File: config.mk
export PLATFORM = sky130hd
export DESIGN_NAME = mask_ctrl_bank
export DESIGN_NICKNAME = d
export VERILOG_FILES = /design/src/rtl/mcb_pkg.sv /design/src/rtl/mcb_decode.sv /design/src/rtl/mcb_word.sv /design/src/rtl/mcb_rdport.sv /design/src/rtl/mask_ctrl_bank.sv
export SDC_FILE = /design/constraint.sdc
export NUM_CORES = 1
export LEC_CHECK = 0
export BUFFER_PORTS_ARGS = -buffer_cell sky130_fd_sc_hd__buf_2
export CAP_MARGIN = 15
export CELL_PAD_IN_SITES_DETAIL_PLACEMENT = 1
export CELL_PAD_IN_SITES_GLOBAL_PLACEMENT = 1
export CORE_ASPECT_RATIO = 1.25
export CORE_MARGIN = 5
export CORE_UTILIZATION = 38
export CTS_CLUSTER_SIZE = 20
export DETAILED_ROUTE_END_ITERATION = 6
export HOLD_SLACK_MARGIN = 0.06
export PLACE_DENSITY_LB_ADDON = 0.1
export SLEW_MARGIN = 20
export SYNTH_ARGS = -nofsm -noshare
export SYNTH_HDL_FRONTEND = slang
export SYNTH_SLANG_ARGS = --single-unit
File: constraint.sdc
create_clock -name clk -period 1.2 [get_ports clk]
set_input_delay 0.24 -clock clk [delete_from_list [all_inputs] [get_ports clk]]
set_output_delay 0.24 -clock clk [all_outputs]
set_load 0.01 [all_outputs]
File: src/rtl/mcb_pkg.sv
package mcb_pkg;

  localparam int unsigned CTRL_W = 16;
  localparam int unsigned BUS_W  = 32;

  // Combine stored bits with a write word: upper half enables, lower half values.
  function automatic logic [CTRL_W-1:0] merge_masked(
    input logic [CTRL_W-1:0] old_bits,
    input logic [BUS_W-1:0]  wr_word
  );
    logic [CTRL_W-1:0] en;
    logic [CTRL_W-1:0] val;
    en  = wr_word[BUS_W-1:CTRL_W];
    val = wr_word[CTRL_W-1:0];
    return (old_bits & ~en) | (val & en);
  endfunction

  // Shape stored bits as a bus word for the read path.
  function automatic logic [BUS_W-1:0] to_bus_word(input logic [CTRL_W-1:0] bits);
    return {{(BUS_W-CTRL_W){1'b0}}, bits};
  endfunction

endpackage

File: src/rtl/mcb_decode.sv
module mcb_decode #(
  parameter int unsigned NUM_WORDS = 8,
  parameter int unsigned WADDR_W   = 4
) (
  input  logic [WADDR_W-1:0]   waddr,
  output logic [NUM_WORDS-1:0] word_sel,
  output logic                 addr_hit
);

  for (genvar i = 0; i < NUM_WORDS; i++) begin : g_sel
    assign word_sel[i] = (waddr == WADDR_W'(i));
  end

  assign addr_hit = |word_sel;

endmodule

File: src/rtl/mcb_word.sv
module mcb_word
  import mcb_pkg::*;
(
  input  logic              clk,
  input  logic              rst_n,
  input  logic              we,
  input  logic [BUS_W-1:0]  wr_word,
  output logic [CTRL_W-1:0] bits
);

  always_ff @(posedge clk or negedge rst_n) begin
    if (!rst_n) begin
      bits <= '0;
    end else if (we) begin
      bits <= merge_masked(bits, wr_word);
    end
  end

endmodule

File: src/rtl/mcb_rdport.sv
module mcb_rdport
  import mcb_pkg::*;
#(
  parameter int unsigned NUM_WORDS = 8,
  localparam int unsigned FLAT_W   = NUM_WORDS * CTRL_W
) (
  input  logic                 clk,
  input  logic                 rst_n,
  input  logic                 rd_en,
  input  logic [NUM_WORDS-1:0] word_sel,
  input  logic [FLAT_W-1:0]    words,
  output logic [BUS_W-1:0]     rdata
);

  logic [CTRL_W-1:0] picked;

  // AND-OR select: an index outside the bank has no select and reads zero.
  always_comb begin
    picked = '0;
    for (int i = 0; i < NUM_WORDS; i++) begin
      if (word_sel[i]) begin
        picked = picked | words[i*CTRL_W +: CTRL_W];
      end
    end
  end

  always_ff @(posedge clk or negedge rst_n) begin
    if (!rst_n) begin
      rdata <= '0;
    end else if (rd_en) begin
      rdata <= to_bus_word(picked);
    end
  end

endmodule

File: src/rtl/mask_ctrl_bank.sv
module mask_ctrl_bank
  import mcb_pkg::*;
#(
  parameter int unsigned NUM_WORDS = 8,
  parameter int unsigned WADDR_W   = 4,
  localparam int unsigned FLAT_W   = NUM_WORDS * CTRL_W
) (
  input  logic               clk,
  input  logic               rst_n,
  input  logic               wr_en,
  input  logic               rd_en,
  input  logic [WADDR_W-1:0] waddr,
  input  logic [BUS_W-1:0]   wdata,
  output logic [BUS_W-1:0]   rdata,
  output logic [FLAT_W-1:0]  ctrl_bits
);

  logic [NUM_WORDS-1:0] word_sel;
  logic                 addr_hit;
  logic [NUM_WORDS-1:0] wr_strobe;

  mcb_decode #(
    .NUM_WORDS (NUM_WORDS),
    .WADDR_W   (WADDR_W)
  ) u_decode (
    .waddr    (waddr),
    .word_sel (word_sel),
    .addr_hit (addr_hit)
  );

  assign wr_strobe = word_sel & {NUM_WORDS{wr_en}};

  for (genvar w = 0; w < NUM_WORDS; w++) begin : g_word
    mcb_word u_word (
      .clk     (clk),
      .rst_n   (rst_n),
      .we      (wr_strobe[w]),
      .wr_word (wdata),
      .bits    (ctrl_bits[w*CTRL_W +: CTRL_W])
    );
  end

  mcb_rdport #(
    .NUM_WORDS (NUM_WORDS)
  ) u_rdport (
    .clk      (clk),
    .rst_n    (rst_n),
    .rd_en    (rd_en),
    .word_sel (word_sel),
    .words    (ctrl_bits),
    .rdata    (rdata)
  );

endmodule

Yosys cells after proc, flatten, opt, wreduce, memory -nomap -nowiden
Cells that the tools add are included.

Bits of input ports: 40. Register bits after elaboration: 144. ROM bits: 0. Output and inout bits: 160. Word-level logic and storage cells: 51. Memories kept: 0. RAM bits: 0. Bits in latches: 0.

Order comparisons: 0. Shift operators: 0. Bitwise logic cells: 26. Divide/modulo/power cells: 0. Reductions and logical operators: 1. Multipliers: 0. Mux-type cells: 8. Add/subtract/negate cells: 0. Eq/ne operators: 7.

Operators with widths (number): $or 16x16->16 (15); $and 16x16->16 (9); $mux 16 (8); $eq 4x3->1 const B (4); $not 16->16 (1); $and 8x8->8 (1); $eq 4x2->1 const B (2); $eq 4x1->1 const B (1); $logic_not 4->1 (1).

Depth between registers and ports, before layout
Depth in word-level cells: 16. Depth in mapped cells: 6. Mapped depth without buffers: 3.

Cells and area by module
A second synthesis with hierarchy kept.

Cells, all modules: 566. Area total of the unflattened synthesis: 7188.1 sq um.

By module, submodules not included: mcb_word (instances 8, area each 700.7 sq um, sequential area each 400.4 sq um, cells each 50); mcb_rdport (instances 1, area each 1442.6 sq um, sequential area each 400.4 sq um, cells each 148); mcb_decode (instances 1, area each 90.1 sq um, sequential area each 0.0 sq um, cells each 10); mask_ctrl_bank (instances 1, area each 50.0 sq um, sequential area each 0.0 sq um, cells each 8).

Least setup slack after synthesis
No wires, ideal clock.

Path kind: input to register. Start point: input port waddr[2]. End point: register (tool-made name). Library setup time: 0.127 ns. Arrival time: 1.253 ns. Setup slack: -0.181 ns. Cell stages on the path: 6. Buffers on the path: 3. Required time: 1.073 ns. Cell sequence: buf_4 > nor3b_2 > buf_4 > buf_4 > nand3_1 > mux2_1.

RTL lines: start, declared (RTL line mask_ctrl_bank.sv:12) `input logic [WADDR_W-1:0] waddr,`.

==> results.cfg <==
[drt]
drtAntennaViolNets = 0
drc = 0
first_pass_iters = 4
wl_per_cell_um = 23.52
avgViaCountPerCell = 5.581
drt_iter0_markers = 442
vias = 7266
wirelength_um = 30630

[synth]
yosysMostFrequentCell = dfrtp_1
netlist.area_leader.share_pct = 45.93
synth_seq_area_share_pct = 45.93
yosys.area_share.simple_pct = 21.29
synth_cells = 701
syn-cell-area_um2 = 7846
ys_async_sr_fraction_pct = 100.0
ys_types = 27
syn_area_per_cell_um2 = 11.19
synthXorXnorAreaFrac_pct = 0
synth_top_family_by_area = simple AND/OR/NAND/NOR gates
synth_compound_area_share_pct = 7.144
yosys_warnings = 0
ys_seq_elements = 144
yosysTopAreaCell = dfrtp_1
ys_top_cells_by_area = dfrtp_1, mux2_2, nand3_1
synth_fa_ha_area_share_pct = 0
synth_mux_area_share_pct = 18.37
synth_ff_type = dfrtp_1
synth_common_cells = dfrtp_1, nand3_1, mux2_2
synth_edf_count = 0

[timing]
hold_viol = 0
period_share_pct = 107.1
final-setup-viol-count = 49
fin_ws_ps = -85.60
clock.fmax_ghz = 0.7778
fin_worst_skew_ps = 3.871
holdWs_ps = 145.4
rsz0062_at_grt = yes
fin_crit_ps = 1286
slew_violations = 0

[power_and_ir_drop]
power_frac_comb_pct = 32.0
max-vdd-ir-drop_uv = 985.0
clkPwrFrac_pct = 31.8
internal_power_w = 0.01238
leakage_nw = 5.807
pwr-share-seq_pct = 36.2
p_switching_w = 0.005341
power_density_nw_per_um2 = 1509
switching_share_pct = 30.14

[placement]
pre_cts_slack_ps = -376.6
portBuffers = 183
dp_hpwl_um = 19760
gp_congestion = 0.8182

[setup_path]
crit_family = flip-flops
worst_ep_required_time_ps = 960
path_buf_inv = 2
cp_max_fo = 2
path_cells = buf_6 > buf_6
start_kind = flop
worst_setup_path_end_kind = primary output
critical_path_arrival_ps = 1050
slowest_stage = dfrtp_1
worstSetupPathType = flop to primary output
crit_top_cell = buf_6
critPathMaxStageDelay_ps = 390

[clocking]
cts_sinks = 144
root_buffer = clkbuf_16
clk_pin_slew_ps = 60
insertion_delay_ps = 420
cts_buffers = 17
cts.htree.levels = 4
cts_max_path_buffers = 2
cts_tree = yes

[hold_path]
hold_start = wdata[1]
hp-class = input pin to flop

[global_routing]
grt_usage_pct = 25.20
grt_antenna_before_repair = 0
grt.overflow.total = 0
grt_pass1_wl_um = 46910
grt_pass1_vias = 8290
grt_max_degree = 49

[finish]
drive_gt1_share_pct = 59.40
diodes = 0
area_growth_pct = 49.64
layout.nets = 1061

[status]
violations = negative setup slack
status = complete, but fails checks

[floorplanning]
num_rows = 58
start_util_pct = 38.75
coreArea_um2 = 20250
die_w_um = 138.5
chipHeight_um = 170.7
dieArea_um2 = 23640
io_pins = 200

[job]
drv_cap = 0
layer usage:
| metal | GRT usage (%) | vias to the layer above | wire length (um) |
|---|---|---|---|
| met4 | 8.380 | 0 | 646 |
| met1 | 30.07 | 3769 | 12700 |
| li1 | - | 3210 | - |
| met5 | 0 | - | 0 |
| met2 | 45.82 | 235 | 15930 |
| met3 | 4.808 | 52 | 1350 |
path summary, 6_finish.rpt:
| path | cells after the start | end | slack [ps] |
|---|---|---|---|
| setup reg to reg | 4 | u_rdport.rdata[14] | -10 |
| setup / recovery | 2 | ctrl_bits[79] | -90 |
| hold / removal | 2 | flop | 150 |
| hold reg to reg | 1 | flop | 540 |
| min in group asynchronous | 2 | asynchronous set/reset pin | 250 |
| max in group asynchronous | 3 | asynchronous set/reset pin | 400 |
cell usage in the layout, fill, tap and decap left out, types with 17 or more instances in the layout:
cell	instances
clkbuf_16	18
buf_2	158
buf_6	29
buf_4	176
nand3_1	69
dfrtp_1	144
buf_12	17
and3b_1	64
nand3_2	59
mux2_2	65
mux2_4	55
worst reg2reg max path: stages (launching register included):
cell and delay (ps):
dfrtp_1 380, buf_4 140, and3b_1 180, o21ai_0 220, a41oi_1 160
cell families after synthesis:
kind of cell,count (synthesis)
flops,144
mux,128
simple gates,250
compound gates,80
other cells,1
buf+inv,98
power by group through the flow:
stage	clock [W]	sequential [W]	combinational [W]
2_1_floorplan	0	0.00684	0.00177
3_3_place_gp	0	0.00666	0.00374
3_5_place_dp	0	0.00672	0.00386
4_1_cts	0.00572	0.00636	0.00543
5_1_grt	0.00594	0.00650	0.00601
6_report	0.00564	0.00641	0.00567
metrics by stage:
stage / cell area, um^2 / total power [W] / TNS [ps] / cells / util, %
floorplan: 8703 / 0.008603 / -14810 / 716 / -
global placement: 9874 / 0.01040 / -38700 / 1131 / 48.77
detailed placement: 9874 / 0.01058 / -44300 / 1131 / 48.77
CTS: 11500 / 0.01751 / -2000 / 1287 / 56.80
global route: 11740 / 0.01846 / -5059 / 1302 / 57.99
finish: 11740 / 0.01772 / -853.1 / 1302 / 57.99
what timing repair did:
item,CTS,global route
hold buffers,1,0
hold endpoints to repair,144,0
cloned,0,2
resized for setup,15,37
endpoints found under the setup margin,142,156
pin swaps,0,6
buffers inserted,127,15
layout make-up:
| type | count | area [um^2] |
|---|---|---|
| flip-flops and latches | 144 | 3603 |
| multi-input cells | 474 | 4359 |
| fillers | 2154 | 8506 |
| inverters | 1 | 3.754 |
| repair buffers | 383 | 2829 |
| clock inverters | 11 | 165.2 |
| well taps | 270 | 337.8 |
| clock buffers | 19 | 442.9 |
No activity file was read; power rests on OpenSTA's default activity.
